`src/rtl/otp_seq_pkg.sv`:
```
package otp_seq_pkg;
  localparam logic [7:0] ADDR_UNLOCK = 8'h1D;
  localparam logic [7:0] ADDR_PTR    = 8'h20;
  localparam logic [7:0] ADDR_CMD    = 8'h2B;
  localparam logic [7:0] ADDR_STAT   = 8'h2C;
  localparam logic [7:0] CMD_BURN    = 8'h15;

  typedef logic [2:0] ptr_t;
  localparam ptr_t PTR_FULL = 3'b111;

  function automatic logic [1:0] bank_of_ptr(input ptr_t p);
    case (p)
      3'b011:  return 2'd1;
      3'b111:  return 2'd2;
      default: return 2'd0;
    endcase
  endfunction
endpackage

```
`src/rtl/otp_cfg_regs.sv`:
```
module otp_cfg_regs #(
  parameter int NUM_REGS = 4,
  parameter int DW       = 8,
  localparam int CW      = NUM_REGS * DW
) (
  input  logic          clk_i,
  input  logic          rst_ni,
  input  logic          load_i,
  input  logic [CW-1:0] load_data_i,
  input  logic          wr_i,
  input  logic [7:0]    addr_i,
  input  logic [DW-1:0] wdata_i,
  output logic [CW-1:0] cfg_o
);
  for (genvar g = 0; g < NUM_REGS; g++) begin : g_reg
    logic [DW-1:0] q;
    always_ff @(posedge clk_i or negedge rst_ni) begin
      if (!rst_ni)                          q <= '0;
      else if (load_i)                      q <= load_data_i[g*DW +: DW];
      else if (wr_i && addr_i == 8'(g))     q <= wdata_i;
    end
    assign cfg_o[g*DW +: DW] = q;
  end
endmodule

```
`src/rtl/otp_burn_ctrl.sv`:
```
module otp_burn_ctrl
  import otp_seq_pkg::*;
#(
  parameter int WAIT_CYCLES = 250_000_000,
  localparam int TW = $clog2(WAIT_CYCLES + 1)
) (
  input  logic       clk_i,
  input  logic       rst_ni,
  input  logic       load_i,
  input  ptr_t       fuse_ptr_i,
  input  logic       wr_i,
  input  logic [7:0] addr_i,
  input  logic [7:0] wdata_i,
  input  logic       out_en_i,
  output ptr_t       ptr_o,
  output logic       unlock_o,
  output logic       busy_o,
  output logic       done_o,
  output logic       otp_wr_o,
  output logic [1:0] otp_wr_bank_o
);
  localparam logic [TW-1:0] TMR_INIT = TW'(WAIT_CYCLES - 1);

  ptr_t          ptr_q;
  logic          unlock_q, busy_q, done_q, wr_q;
  logic [1:0]    bank_q;
  logic [TW-1:0] tmr_q;
  logic          accept;

  assign accept = wr_i && addr_i == ADDR_CMD && wdata_i == CMD_BURN &&
                  unlock_q && !out_en_i && ptr_q != PTR_FULL;

  always_ff @(posedge clk_i or negedge rst_ni) begin
    if (!rst_ni) begin
      ptr_q    <= '0;
      unlock_q <= 1'b0;
      busy_q   <= 1'b0;
      done_q   <= 1'b0;
      wr_q     <= 1'b0;
      bank_q   <= '0;
      tmr_q    <= '0;
    end else begin
      wr_q <= 1'b0;
      if (load_i) ptr_q <= fuse_ptr_i;
      if (busy_q) begin
        if (tmr_q == '0) begin
          busy_q <= 1'b0;
          done_q <= 1'b1;
        end else begin
          tmr_q <= tmr_q - 1'b1;
        end
      end else if (accept) begin
        busy_q   <= 1'b1;
        done_q   <= 1'b0;
        wr_q     <= 1'b1;
        unlock_q <= 1'b0;
        tmr_q    <= TMR_INIT;
        bank_q   <= bank_of_ptr({ptr_q[1:0], 1'b1});
        ptr_q    <= {ptr_q[1:0], 1'b1};
      end else if (wr_i && addr_i == ADDR_UNLOCK) begin
        unlock_q <= wdata_i[1];
      end
    end
  end

  assign ptr_o         = ptr_q;
  assign unlock_o      = unlock_q;
  assign busy_o        = busy_q;
  assign done_o        = done_q;
  assign otp_wr_o      = wr_q;
  assign otp_wr_bank_o = bank_q;
endmodule

```
`src/rtl/otp_burn_seq.sv`:
```
module otp_burn_seq
  import otp_seq_pkg::*;
#(
  parameter int NUM_REGS    = 4,
  parameter int WAIT_CYCLES = 250_000_000,
  localparam int CW         = NUM_REGS * 8
) (
  input  logic          clk_i,
  input  logic          rst_ni,
  input  logic          supply_ok_i,
  input  logic          out_en_i,
  input  logic          wr_en_i,
  input  logic [7:0]    addr_i,
  input  logic [7:0]    wdata_i,
  output logic [7:0]    rdata_o,
  input  logic [2:0]    otp_ptr_i,
  output logic [1:0]    otp_rd_bank_o,
  input  logic [CW-1:0] otp_rdata_i,
  output logic          otp_wr_o,
  output logic [1:0]    otp_wr_bank_o,
  output logic [CW-1:0] otp_wdata_o,
  output logic [CW-1:0] cfg_o,
  output logic          cfg_valid_o,
  output logic          busy_o,
  output logic          done_o
);
  logic valid_q, load, wr_ok, unlock;
  ptr_t ptr;

  assign load  = supply_ok_i && !valid_q;
  assign wr_ok = wr_en_i && valid_q && !busy_o;

  always_ff @(posedge clk_i or negedge rst_ni) begin
    if (!rst_ni)   valid_q <= 1'b0;
    else if (load) valid_q <= 1'b1;
  end

  otp_cfg_regs #(.NUM_REGS(NUM_REGS), .DW(8)) u_regs (
    .clk_i, .rst_ni,
    .load_i      (load),
    .load_data_i (otp_rdata_i),
    .wr_i        (wr_ok),
    .addr_i,
    .wdata_i,
    .cfg_o
  );

  otp_burn_ctrl #(.WAIT_CYCLES(WAIT_CYCLES)) u_ctrl (
    .clk_i, .rst_ni,
    .load_i     (load),
    .fuse_ptr_i (otp_ptr_i),
    .wr_i       (wr_ok),
    .addr_i,
    .wdata_i,
    .out_en_i,
    .ptr_o      (ptr),
    .unlock_o   (unlock),
    .busy_o,
    .done_o,
    .otp_wr_o,
    .otp_wr_bank_o
  );

  assign otp_rd_bank_o = bank_of_ptr(otp_ptr_i);
  assign otp_wdata_o   = cfg_o;
  assign cfg_valid_o   = valid_q;

  always_comb begin
    rdata_o = '0;
    for (int i = 0; i < NUM_REGS; i++)
      if (addr_i == 8'(i)) rdata_o = cfg_o[i*8 +: 8];
    case (addr_i)
      ADDR_UNLOCK: rdata_o = {6'b0, unlock, 1'b0};
      ADDR_PTR:    rdata_o = {2'b0, ptr, 3'b0};
      ADDR_STAT:   rdata_o = {5'b0, valid_q, done_o, busy_o};
      default: ;
    endcase
  end
endmodule

```
`config.mk`:
```
export PLATFORM = sky130hd
export DESIGN_NAME = otp_burn_seq
export DESIGN_NICKNAME = d
export VERILOG_FILES = /design/src/rtl/otp_seq_pkg.sv /design/src/rtl/otp_cfg_regs.sv /design/src/rtl/otp_burn_ctrl.sv /design/src/rtl/otp_burn_seq.sv
export SDC_FILE = /design/constraint.sdc
export NUM_CORES = 1
export LEC_CHECK = 0
export ABC_CLOCK_PERIOD_IN_PS = 2900
export CAP_MARGIN = 15
export CELL_PAD_IN_SITES_DETAIL_PLACEMENT = 2
export CELL_PAD_IN_SITES_GLOBAL_PLACEMENT = 2
export CORE_ASPECT_RATIO = 1.1
export CORE_UTILIZATION = 29
export CTS_CLUSTER_DIAMETER = 120
export DETAILED_ROUTE_END_ITERATION = 12
export PLACE_DENSITY = 0.81
export SKIP_LAST_GASP = 1
export SLEW_MARGIN = 25
export SYNTH_ARGS = -nofsm -noshare
export SYNTH_HDL_FRONTEND = slang
export SYNTH_HIERARCHICAL = 1
export SYNTH_SLANG_ARGS = --single-unit
```
`constraint.sdc`:
```
create_clock -name clk_i -period 2.9 [get_ports clk_i]
set_clock_uncertainty 0.05 [all_clocks]
set_input_delay 0.29 -clock clk_i [delete_from_list [all_inputs] [get_ports clk_i]]
set_output_delay 0.29 -clock clk_i [all_outputs]
set_load 0.02 [all_outputs]
```
==> results.txt <==
final hold vios: 0
path type of the worst setup path: in2out
Post-synth EDFFs: 0
H-tree Lvls: 3
clock buffer depth: 2
starting density of the core: 29.8%
Post-CTS Setup Inserts: 0
WP buf/inv: 2
Power Density: 453 nW/µm²
number of distinct library cells after synthesis: 65
clock-pin slew of the registers on the worst-case setup and hold paths: 0.06 ns
delay-heaviest family, CP: simple AND/OR/NAND/NOR gates
CP max stage delay: 0.60 ns
register area share after synthesis: 37.4%
fillers: 1741
Post-synth top cells: dfrtp_1, a21oi_1, nor2b_1
latest clock arrival within the worst-skew pair: 0.34 ns
number of CTS-inserted buffers: 9
initial antenna violation count: 2
Final Cycle Share: 95.7%
Worst Hold Class: in2async
chip width: 123 µm
Post-DP HPWL: 14300 µm
unrepaired setup endpoints after global routing: false
status: completed
drt pass-1 iters: 5
biggest area consumer among synthesized cells: dfrtp_1
hold_ws: 0.418 ns
Initial DRC Count: 306
Worst setup SP type: primary input
Multi-input gate area: 2510 µm²
CTS tree: built
die area: 16700 µm²
Synth Instances: 495
Max Fclk: 360 MHz
vias in the first global route: 5085
area delta synth->final: 36.8%
Max VDD drop: 0.242 mV
largest net degree at the start of global routing: 33
I/O pin count: 136
Synth top area share: 37.4%
Slew Limit Fails: 0
worst path required time: 2.56 ns
Worst-Margin Slew: 0.804 ns
grt ovf: 0
Synth Warn #: 6
first-pass GRT wire length: 29900 µm
Max Cap Viol: 0
CP max FO: 3
setup_tns: 0 ns
Reg area: 1750 µm²
Core Region: 15700 µm²
Syn Nets: 553
Vias: 4661
CTS sink count: 70
final total power: 2.91 mW
relative slew slack: 46.4%
Leakage: 2.39 nW
DRC: 0
critical path endpoint category: output port
Die Ht: 135 µm
Synth Flop Type: dfrtp_1
routability cong.: 0.828
post-route ant nets: 0
GRT Total Usage: 23.9%
WL final: 19200 µm
mean instance size in the synthesized netlist: 9.47 µm²
Core Util, Final: 40.8%
Wirelength per Cell: 23.6 µm
Root Driver: clkbuf_16
CP arrival: 2.44 ns
Nets: 666
critical-path cell list: clkdlybuf4s50_1, or4_4, nor3_1, a32oi_1, o31ai_1, dlygate4sd2_1
crit path time final: 2.78 ns
asr flop ratio synth: 100%
cell with the most instances after synthesis: dfrtp_1
Synth Register Bits: 70
Setup-failing EPs final: 0
Rows: 48
layout cells sized above 1: 12.8%
Vias/cell: 5.74
number of port buffers: 135
slowest cell on the critical path: or4_4
area of the mapped netlist: 4690 µm²
top cells by area, synth: dfrtp_1, a41oi_1, o31ai_1
-- area by class of cell --
class	instances	share of cell area, %
Antenna cell	1	0.0390
Clock buffer	12	3.84
Clock inverter	2	0.156
Inverter	3	0.176
Multi-Input combinational cell	353	39.2
Sequential cell	70	27.3
Tap cell	200	3.90
Timing Repair Buffer	171	25.3
-- cells by family (layout without fill, tap and decap cells) --
kind of cell | count (synthesis) | count (layout) | synth area share [%]
flip-flops | 70 | 70 | 37.4
AO/OA/AOI/OAI | 142 | 142 | 22.2
AND/OR/NAND/NOR | 177 | 177 | 23.0
buffers and inverters | 72 | 188 | 9.37
adder cells (fa/ha/maj) | 2 | 2 | 0.534
other | 0 | 1 | 0
multiplexers | 25 | 25 | 6.19
XOR/XNOR | 7 | 7 | 1.31
-- state kept, by name, indices dropped and copies added (netlist names) --
register and cells:
cfg_valid_o 1, u_ctrl/busy_o 1, u_ctrl/done_o 1, u_ctrl/otp_wr_bank_o 2
u_ctrl/otp_wr_o 1, u_ctrl/ptr_o 3, u_ctrl/tmr_q 28, u_ctrl/unlock_o 1
u_regs/g.q 32
-- layer usage --
layer / wire length [µm] / part of all wire, % / up-vias / GRT usage [%]
met4: 656 / 3.4 / 2 / 10.9
met1: 7850 / 41 / 2358 / 29.5
met5: 17 / 0.089 / - / 0
li1: - / - / 2079 / -
met2: 9640 / 50 / 181 / 39.8
met3: 1010 / 5.3 / 41 / 5.01
-- layout by cell type, fill, tap and decap left out, drive strengths merged, types with 3 or more instances in the layout --
cell type      synthesis  layout
mux2i                 20      20
or2                    5       5
nor3b                  4       4
nor3                  15      15
nor4b                  3       3
nor4                  13      13
a21oi                 41      41
mux4                   3       3
inv                    3       3
dlygate4sd2            0       7
nor4bb                 3       3
nand3b                 3       3
clkbuf                24      12
nand3                  6       6
xnor2                  3       3
or3                   16      16
a41oi                 32      32
nand4b                 3       3
or4                    4       4
buf                   45      36
o21ai                  7       7
xor2                   4       4
a2bb2oi                4       4
o31ai                 38      38
o31a                   6       6
and2                   7       7
clkdlybuf4s50          0     126
and3                   3       3
nand2                 23      23
nor2b                 39      39
nor2                  20      20
dfrtp                 70      70
-- where the power goes --
part	internal, mW	total (mW)	switching [mW]
clock	0.590	1.01	0.423
sequential	1.04	1.14	0.100
combinational	0.361	0.752	0.391
total	1.99	2.91	0.914
-- repair_timing --
action                                 4_1_cts  5_1_grt
cloned                                       0        0
setup endpoints to repair                    7        1
hold buffers                                 1        0
resized for setup                            7        1
endpoints found under the hold margin       20        0
-- per-stage QoR --
stage	setup WS (ns)	cells	area, µm²
final	0.124	812	6410
after global routing	0.0122	812	6410
after CTS	0.0281	811	6410
after detailed placement	-0.119	796	6150
after global placement	-0.0372	796	6150
after floorplan	0.567	495	4690
-- final timing paths --
check	start	end	slack, ns	depth (start not counted)
worst min register to register	u_ctrl/tmr_q[15]	u_ctrl/tmr_q[15]	0.46	1
worst max-delay path	addr_i[2]	rdata_o[4]	0.12	6
min in group clk_i	u_ctrl/tmr_q[15]	u_ctrl/tmr_q[15]	0.46	1
worst max register to register	u_ctrl/tmr_q[24]	u_ctrl/tmr_q[27]	0.26	5
max in group asynchronous	rst_ni	u_regs/g_reg[2].q[5]	1.53	3
worst min-delay path	rst_ni	u_ctrl/otp_wr_o	0.42	2
Power figures use the tool's default switching activity.
